--- config.mk ---
export PLATFORM = sky130hd
export DESIGN_NAME = bridge_irq_status
export DESIGN_NICKNAME = d
export VERILOG_FILES = /design/src/rtl/bsr_pkg.sv /design/src/rtl/bsr_live_capture.sv /design/src/rtl/bsr_sticky_bit.sv /design/src/rtl/bsr_irq_reg.sv /design/src/rtl/bridge_irq_status.sv
export SDC_FILE = /design/constraint.sdc
export NUM_CORES = 1
export LEC_CHECK = 0
export ABC_AREA = 1
export ABC_CLOCK_PERIOD_IN_PS = 900
export BUFFER_PORTS_ARGS = -buffer_cell sky130_fd_sc_hd__buf_4
export CAP_MARGIN = 20
export CORE_AREA = 3 3 79 81
export CTS_CLUSTER_SIZE = 24
export DETAILED_ROUTE_END_ITERATION = 12
export DIE_AREA = 0 0 82 84
export MAX_ROUTING_LAYER = met4
export PLACE_DENSITY = 0.61
export SYNTH_ARGS = -nofsm -noshare
export SYNTH_HDL_FRONTEND = slang
export SYNTH_SLANG_ARGS = --single-unit
--- constraint.sdc ---
create_clock -name clk -period 0.9 [get_ports clk]
set_input_delay 0.09 -clock clk [delete_from_list [all_inputs] [get_ports clk]]
set_output_delay 0.09 -clock clk [all_outputs]
set_load 0.005 [all_outputs]
--- src/rtl/bsr_pkg.sv ---
package bsr_pkg;
  // sticky bit positions in the status byte
  localparam int SERR_BIT    = 0;
  localparam int FATAL_BIT   = 1;
  localparam int PARITY_BIT  = 2;
  localparam int HOSTERR_BIT = 3;
  // live bit positions
  localparam int H2P_BIT     = 4;
  localparam int P2H_BIT     = 5;
  localparam int HDB_BIT     = 6;
  localparam int PDB_BIT     = 7;

  localparam int STICKY_N    = 4;
  localparam int LIVE_N      = 4;
  localparam int USED_W      = STICKY_N + LIVE_N;
  localparam int MAX_SRC     = 4;

  typedef logic [MAX_SRC-1:0] src_vec_t;
endpackage

--- src/rtl/bsr_live_capture.sv ---
module bsr_live_capture #(
  parameter int DBELL_W = 32
) (
  input  logic               clk,
  input  logic               rst,
  input  logic [DBELL_W-1:0] periph_dbell,
  input  logic [DBELL_W-1:0] host_dbell,
  input  logic               p2h_dma_done,
  input  logic               h2p_dma_done,
  output logic [3:0]         live_q
);
  logic [3:0] live_d;

  always_comb begin
    live_d[0] = h2p_dma_done;
    live_d[1] = p2h_dma_done;
    live_d[2] = |host_dbell;
    live_d[3] = |periph_dbell;
  end

  always_ff @(posedge clk) begin
    if (rst) live_q <= '0;
    else     live_q <= live_d;
  end
endmodule

--- src/rtl/bsr_sticky_bit.sv ---
module bsr_sticky_bit #(
  parameter int NSRC = 4
) (
  input  logic            clk,
  input  logic            rst,
  input  logic [NSRC-1:0] ev,
  input  logic            clr,
  output logic            q
);
  logic hit;
  assign hit = |ev;

  // a set in the same cycle as a clear wins
  always_ff @(posedge clk) begin
    if (rst)      q <= 1'b0;
    else if (hit) q <= 1'b1;
    else if (clr) q <= 1'b0;
  end
endmodule

--- src/rtl/bsr_irq_reg.sv ---
module bsr_irq_reg #(
  parameter int SRC_W = 8
) (
  input  logic             clk,
  input  logic             rst,
  input  logic [SRC_W-1:0] src,
  output logic             irq_q
);
  always_ff @(posedge clk) begin
    if (rst) irq_q <= 1'b0;
    else     irq_q <= |src;
  end
endmodule

--- src/rtl/bridge_irq_status.sv ---
module bridge_irq_status
  import bsr_pkg::*;
#(
  parameter int WORD_W  = 32,
  parameter int DBELL_W = 32
) (
  input  logic               clk,
  input  logic               rst,
  input  logic [DBELL_W-1:0] periph_dbell,
  input  logic [DBELL_W-1:0] host_dbell,
  input  logic               p2h_dma_done,
  input  logic               h2p_dma_done,
  input  logic               host_err_resp,
  input  logic               par_mst_rd,
  input  logic               par_mst_wr_tgt,
  input  logic               par_tgt_wr,
  input  logic               fat_mst_abort,
  input  logic               fat_tgt_abort,
  input  logic               fat_rdy_tmo,
  input  logic               fat_retry_tmo,
  input  logic               sys_err,
  input  logic               h_wr_en,
  input  logic [WORD_W-1:0]  h_wr_data,
  output logic [WORD_W-1:0]  h_rd_data,
  input  logic               p_wr_en,
  input  logic [WORD_W-1:0]  p_wr_data,
  output logic [WORD_W-1:0]  p_rd_data,
  output logic               irq_out
);
  localparam int RSV_W = WORD_W - USED_W;

  logic [LIVE_N-1:0]   live_q;
  logic [STICKY_N-1:0] sticky_q;
  logic [STICKY_N-1:0] clr_mask;
  src_vec_t            ev_mat [STICKY_N];
  logic [USED_W-1:0]   status_byte;

  // event sources per sticky bit, unused slots tied low
  always_comb begin
    ev_mat[SERR_BIT]    = {3'b000, sys_err};
    ev_mat[FATAL_BIT]   = {fat_retry_tmo, fat_rdy_tmo, fat_tgt_abort, fat_mst_abort};
    ev_mat[PARITY_BIT]  = {1'b0, par_tgt_wr, par_mst_wr_tgt, par_mst_rd};
    ev_mat[HOSTERR_BIT] = {3'b000, host_err_resp};
  end

  // only the host port clears, and only the sticky bits
  assign clr_mask = h_wr_en ? h_wr_data[STICKY_N-1:0] : '0;

  bsr_live_capture #(.DBELL_W(DBELL_W)) live_i (
    .clk          (clk),
    .rst          (rst),
    .periph_dbell (periph_dbell),
    .host_dbell   (host_dbell),
    .p2h_dma_done (p2h_dma_done),
    .h2p_dma_done (h2p_dma_done),
    .live_q       (live_q)
  );

  for (genvar i = 0; i < STICKY_N; i++) begin : g_sticky
    bsr_sticky_bit #(.NSRC(MAX_SRC)) bit_i (
      .clk (clk),
      .rst (rst),
      .ev  (ev_mat[i]),
      .clr (clr_mask[i]),
      .q   (sticky_q[i])
    );
  end

  assign status_byte = {live_q, sticky_q};
  assign h_rd_data   = {{RSV_W{1'b0}}, status_byte};
  assign p_rd_data   = {{RSV_W{1'b0}}, status_byte};

  bsr_irq_reg #(.SRC_W(USED_W)) irq_i (
    .clk   (clk),
    .rst   (rst),
    .src   (status_byte),
    .irq_q (irq_out)
  );
endmodule

## Word level (Yosys, flattened, before mapping)

Index checks and enable logic that the tools add are counted.

- Register bits after elaboration: 9
- Bits of input ports: 143
- Output and inout bits: 65
- Word-level logic and storage cells: 24

- Mux-type cells: 9
- Reductions and logical operators: 9

Operator list:

| cell | count |
|---|---|
| $reduce_or A32 Y1 | 2 |
| $mux W1 | 8 |
| $reduce_bool A2 Y1 | 4 |
| $reduce_or A8 Y1 | 1 |
| $mux W4 | 1 |
| $reduce_or A4 Y1 | 1 |
| $reduce_or A3 Y1 | 1 |

## Depth between registers and ports, before layout

- Depth in word-level cells: 3
- Mapped depth: 6
- Depth with buffers taken out: 6

## Cells and area by module

A second synthesis with hierarchy kept.

- Cell total of the unflattened synthesis: 182
- Area, all modules: 1044.8 um2

Modules (own cells, without submodules):

| module | times used | cells an instance | area each (um2) | seq. area each (um2) |
|---|---|---|---|---|
| bridge_irq_status | 1 | 65 | 454.2 | 0.0 |
| bsr_live_capture | 1 | 72 | 335.3 | 80.1 |
| bsr_sticky_bit | 4 | 9 | 51.3 | 20.0 |
| bsr_irq_reg | 1 | 9 | 50.0 | 20.0 |

## Least setup slack after synthesis

OpenSTA, ideal clock, no wires.

- Path type: register to register
- From: reg g_sticky[1].bit_i.q
- To: reg irq_i.irq_q
- Setup time: 0.081 ns
- Arrival: 0.560 ns
- Slack: 0.259 ns
- Cell stages (with the launch flop): 3
- Clock period less this slack: 0.641 ns
- Path through: dfxtp_1 -> nor2_1 -> a41oi_1

- Word-level cells in the longest chain between the ends: 1

RTL lines:

| element | line | text |
|---|---|---|
| start, declared | bsr_sticky_bit.sv:8 | `output logic q` |
| start signal, assigned | bsr_sticky_bit.sv:15 | `if (rst) q <= 1'b0;` |
| start signal, assigned | bsr_sticky_bit.sv:16 | `else if (hit) q <= 1'b1;` |
| start signal, assigned | bsr_sticky_bit.sv:17 | `else if (clr) q <= 1'b0;` |
| $reduce_or A8 Y1 | bsr_irq_reg.sv:11 | `else irq_q <= \|src;` |
| end signal, assigned | bsr_irq_reg.sv:11 |  |
| end, declared | bsr_irq_reg.sv:7 | `output logic irq_q` |

Every way passes these cells.
A chain may end at the register's enable or synchronous reset.

## Worst setup path after layout

- From: reg g_sticky[3].bit_i.q
- To: out h_rd_data[3]

RTL lines:

| element | line | text |
|---|---|---|
| start, declared | bsr_sticky_bit.sv:8 |  |
| start signal, assigned | bsr_sticky_bit.sv:15 |  |
| start signal, assigned | bsr_sticky_bit.sv:16 |  |
| start signal, assigned | bsr_sticky_bit.sv:17 |  |
| end, declared | bridge_irq_status.sv:24 | `output logic [WORD_W-1:0] h_rd_data,` |

No word-level cell between the ends.

==> impl_metrics.toml <==
[status]
status = "finished clean"

[clock_network]
cts-root-buf = "clkbuf_8"
clk_latency_ns = 0.23
cts_max_level = 1
clock-sinks = 9
postCtsSetupBuffers = 0
ctsHoldBuffers = 0
ctsLongestPathBuffers = 2
cts_tree = "built"
path_clk_slew_ns = 0.04
cts_resized = 0
cts_made_buffers = 3

[min_path]
hold_path_class = "in -> reg"

[final_layout]
drive_above_1_share = 0.409
syn_to_final_growth_pct = 60.3
stdcell_area_um2 = 1570
diodes = 0
fin_nets = 391

[synth]
synth_edf_count = 0
ys_seq_area_frac = 0.183
avgSynthCellArea_um2 = 6.18
synth_top_area_share = 0.459
synth_ff_type = "dfxtp_1"
ys_ff_latch = 9
yosysTopAreaCell = "buf_4"
synth_most_common_cell = "buf_4"
synth.area.top_cells = "buf_4 46%, nor2_1 21%, dfxtp_1 18%"
async_flop_share = 0
yosys-top-cells-count = "60 x buf_4, 54 x nor2_1, 26 x nand2_1"
synth_cell_types = 11
synthesis.instances = 159
syn-cell-area_um2 = 982
yosys_warnings = 0

[placed_design]
gp_congestion = 0.587
port-buffer-count = 98
hpwl_mm = 2.41
post_dp_cell_area_um2 = 1530

[route]
drtPass1Iterations = 3
dr.first_iter.drc_count = 13
routedWlPerCell_um = 8.25
avgViaCountPerCell = 3.36
drc_errors = 0
ant_nets = 0
vias = 1073
drt_wl_total_mm = 2.63

[power]
irDropWorstVdd_mv = 0.451
p_sw_w = 0.000328
p_int_w = 0.00104
swShare = 0.240
power_density_nw_per_um2 = 869
combPwrFrac = 0.342
p_leak_nw = 0.862
power_frac_clock = 0.332
power_frac_seq = 0.326

[floorplan]
die_area_um2 = 6890
row_count = 27
die_x_um = 82
ios = 208
start_util = 0.177
die_y_um = 84
coreArea_um2 = 5540

[grt]
grt_max_degree = 10
grt_antenna_before_repair = 0
use_met1 = 0.0639
grt_pass1_wl_mm = 3.54
grt_pass1_vias = 919
grt_busiest_layer = "met2"
overflow = 0
use_met3 = 0.0184
met2_usage = 0.115
grt_use_total = 0.0651

[flow_run]
drv_cap = 0

[critical_path]
crit_fanout = 4
critPathCaptureType = "primary output"
cp_top_family = "flip-flops"
required_ns = 0.81
path_cells = "buf_4"
criticalPathCategory = "reg -> out"
slowest_delay_ns = 0.38
worst-path-buf-inv = 1
slowest_stage = "dfxtp_1"
start_kind = "flop"
critPathArrivalTime_ns = 0.74

[sta]
max_freq_mhz = 1200
tns_ns = 0
hold_viol_final = 0
period_share = 0.922
setup_viol = 0
maxSlewViolCount = 0
finClkSkew_ns = 0.00135
fin_crit_ns = 0.830
rsz0062_at_grt = "false"
==> power by group through the flow <==
stage                     registers, W  logic, W  clock network [W]
after detailed placement      0.000453  0.000466                  0
final                         0.000446  0.000468           0.000454
after CTS                     0.000446  0.000467           0.000474
after global routing          0.000448  0.000527           0.000486
after floorplan               0.000450  0.000319                  0
after global placement        0.000453  0.000462                  0
==> path summary, 6_finish.rpt <==
check / start / endpoint / slack (ns) / cells past startpoint
hold reg to reg: g_sticky[2].bit_i.q / g_sticky[2].bit_i.q / 0.50 / 2
setup / recovery: g_sticky[3].bit_i.q / h_rd_data[3] / 0.07 / 1
setup reg to reg: g_sticky[1].bit_i.q / irq_i.irq_q / 0.20 / 2
hold / removal: h2p_dma_done / live_i.live_q[0] / 0.06 / 3
==> cells in the final DEF (no fill, tap or decap), drive strengths merged <==
cell	count
nor2	54
nor3	1
clkbuf	4
a31oi	1
nand2	26
a41oi	1
a21oi	3
dfxtp	9
buf	98
inv	2
conb	48
==> flip-flops by register name, summed over array words and instances (netlist names) <==
| signal | cells |
|---|---|
| g_sticky.bit_i.q | 4 |
| live_i.live_q | 4 |
| irq_i.irq_q | 1 |
==> logic make-up (layout without fill, tap and decap cells) <==
| family | Yosys count | count (layout) | share of synthesized area |
|---|---|---|---|
| AO/OA/AOI/OAI | 5 | 5 | 0.0306 |
| other | 1 | 48 | 0.00382 |
| buffers and inverters | 63 | 104 | 0.471 |
| flip-flops | 9 | 9 | 0.183 |
| AND/OR/NAND/NOR | 81 | 81 | 0.311 |
==> through the flow <==
stage | setup slack, ns | hold WS (ns) | power [W] | utilization | cells
2_1_floorplan | 0.259 | 0.197 | 0.000769 | - | 206
3_3_place_gp | 0.0323 | 0.297 | 0.000914 | 0.276 | 315
3_5_place_dp | 0.0298 | 0.299 | 0.000920 | 0.276 | 315
4_1_cts | 0.0614 | 0.0606 | 0.00139 | 0.284 | 319
5_1_grt | 0.0366 | 0.0764 | 0.00146 | 0.284 | 319
6_report | 0.0700 | 0.0621 | 0.00137 | 0.284 | 319
==> tightest hold or removal path, delay by kind of cell <==
family                 cells  cell delay, ns
AND/OR/NAND/NOR            1            0.06
buffers and inverters      2            0.10
==> routing by layer <==
| metal | routed length, um | vias up | part of all wire |
|---|---|---|---|
| met5 | 0 | - | 0 |
| met4 | 30 | 0 | 0.011 |
| met3 | 558 | 4 | 0.21 |
| met2 | 1210 | 99 | 0.46 |
| met1 | 831 | 420 | 0.32 |
| li1 | - | 550 | - |
==> layout make-up <==
cell class / count / area, um2
Inverter: 2 / 7.51
Sequential cell: 9 / 180
Tap cell: 72 / 90.1
Multi-Input combinational cell: 134 / 515
Clock buffer: 4 / 45.0
Timing Repair Buffer: 98 / 736
Fill cell: 637 / 3970
Note: power is estimated with default switching activity, not from simulation.
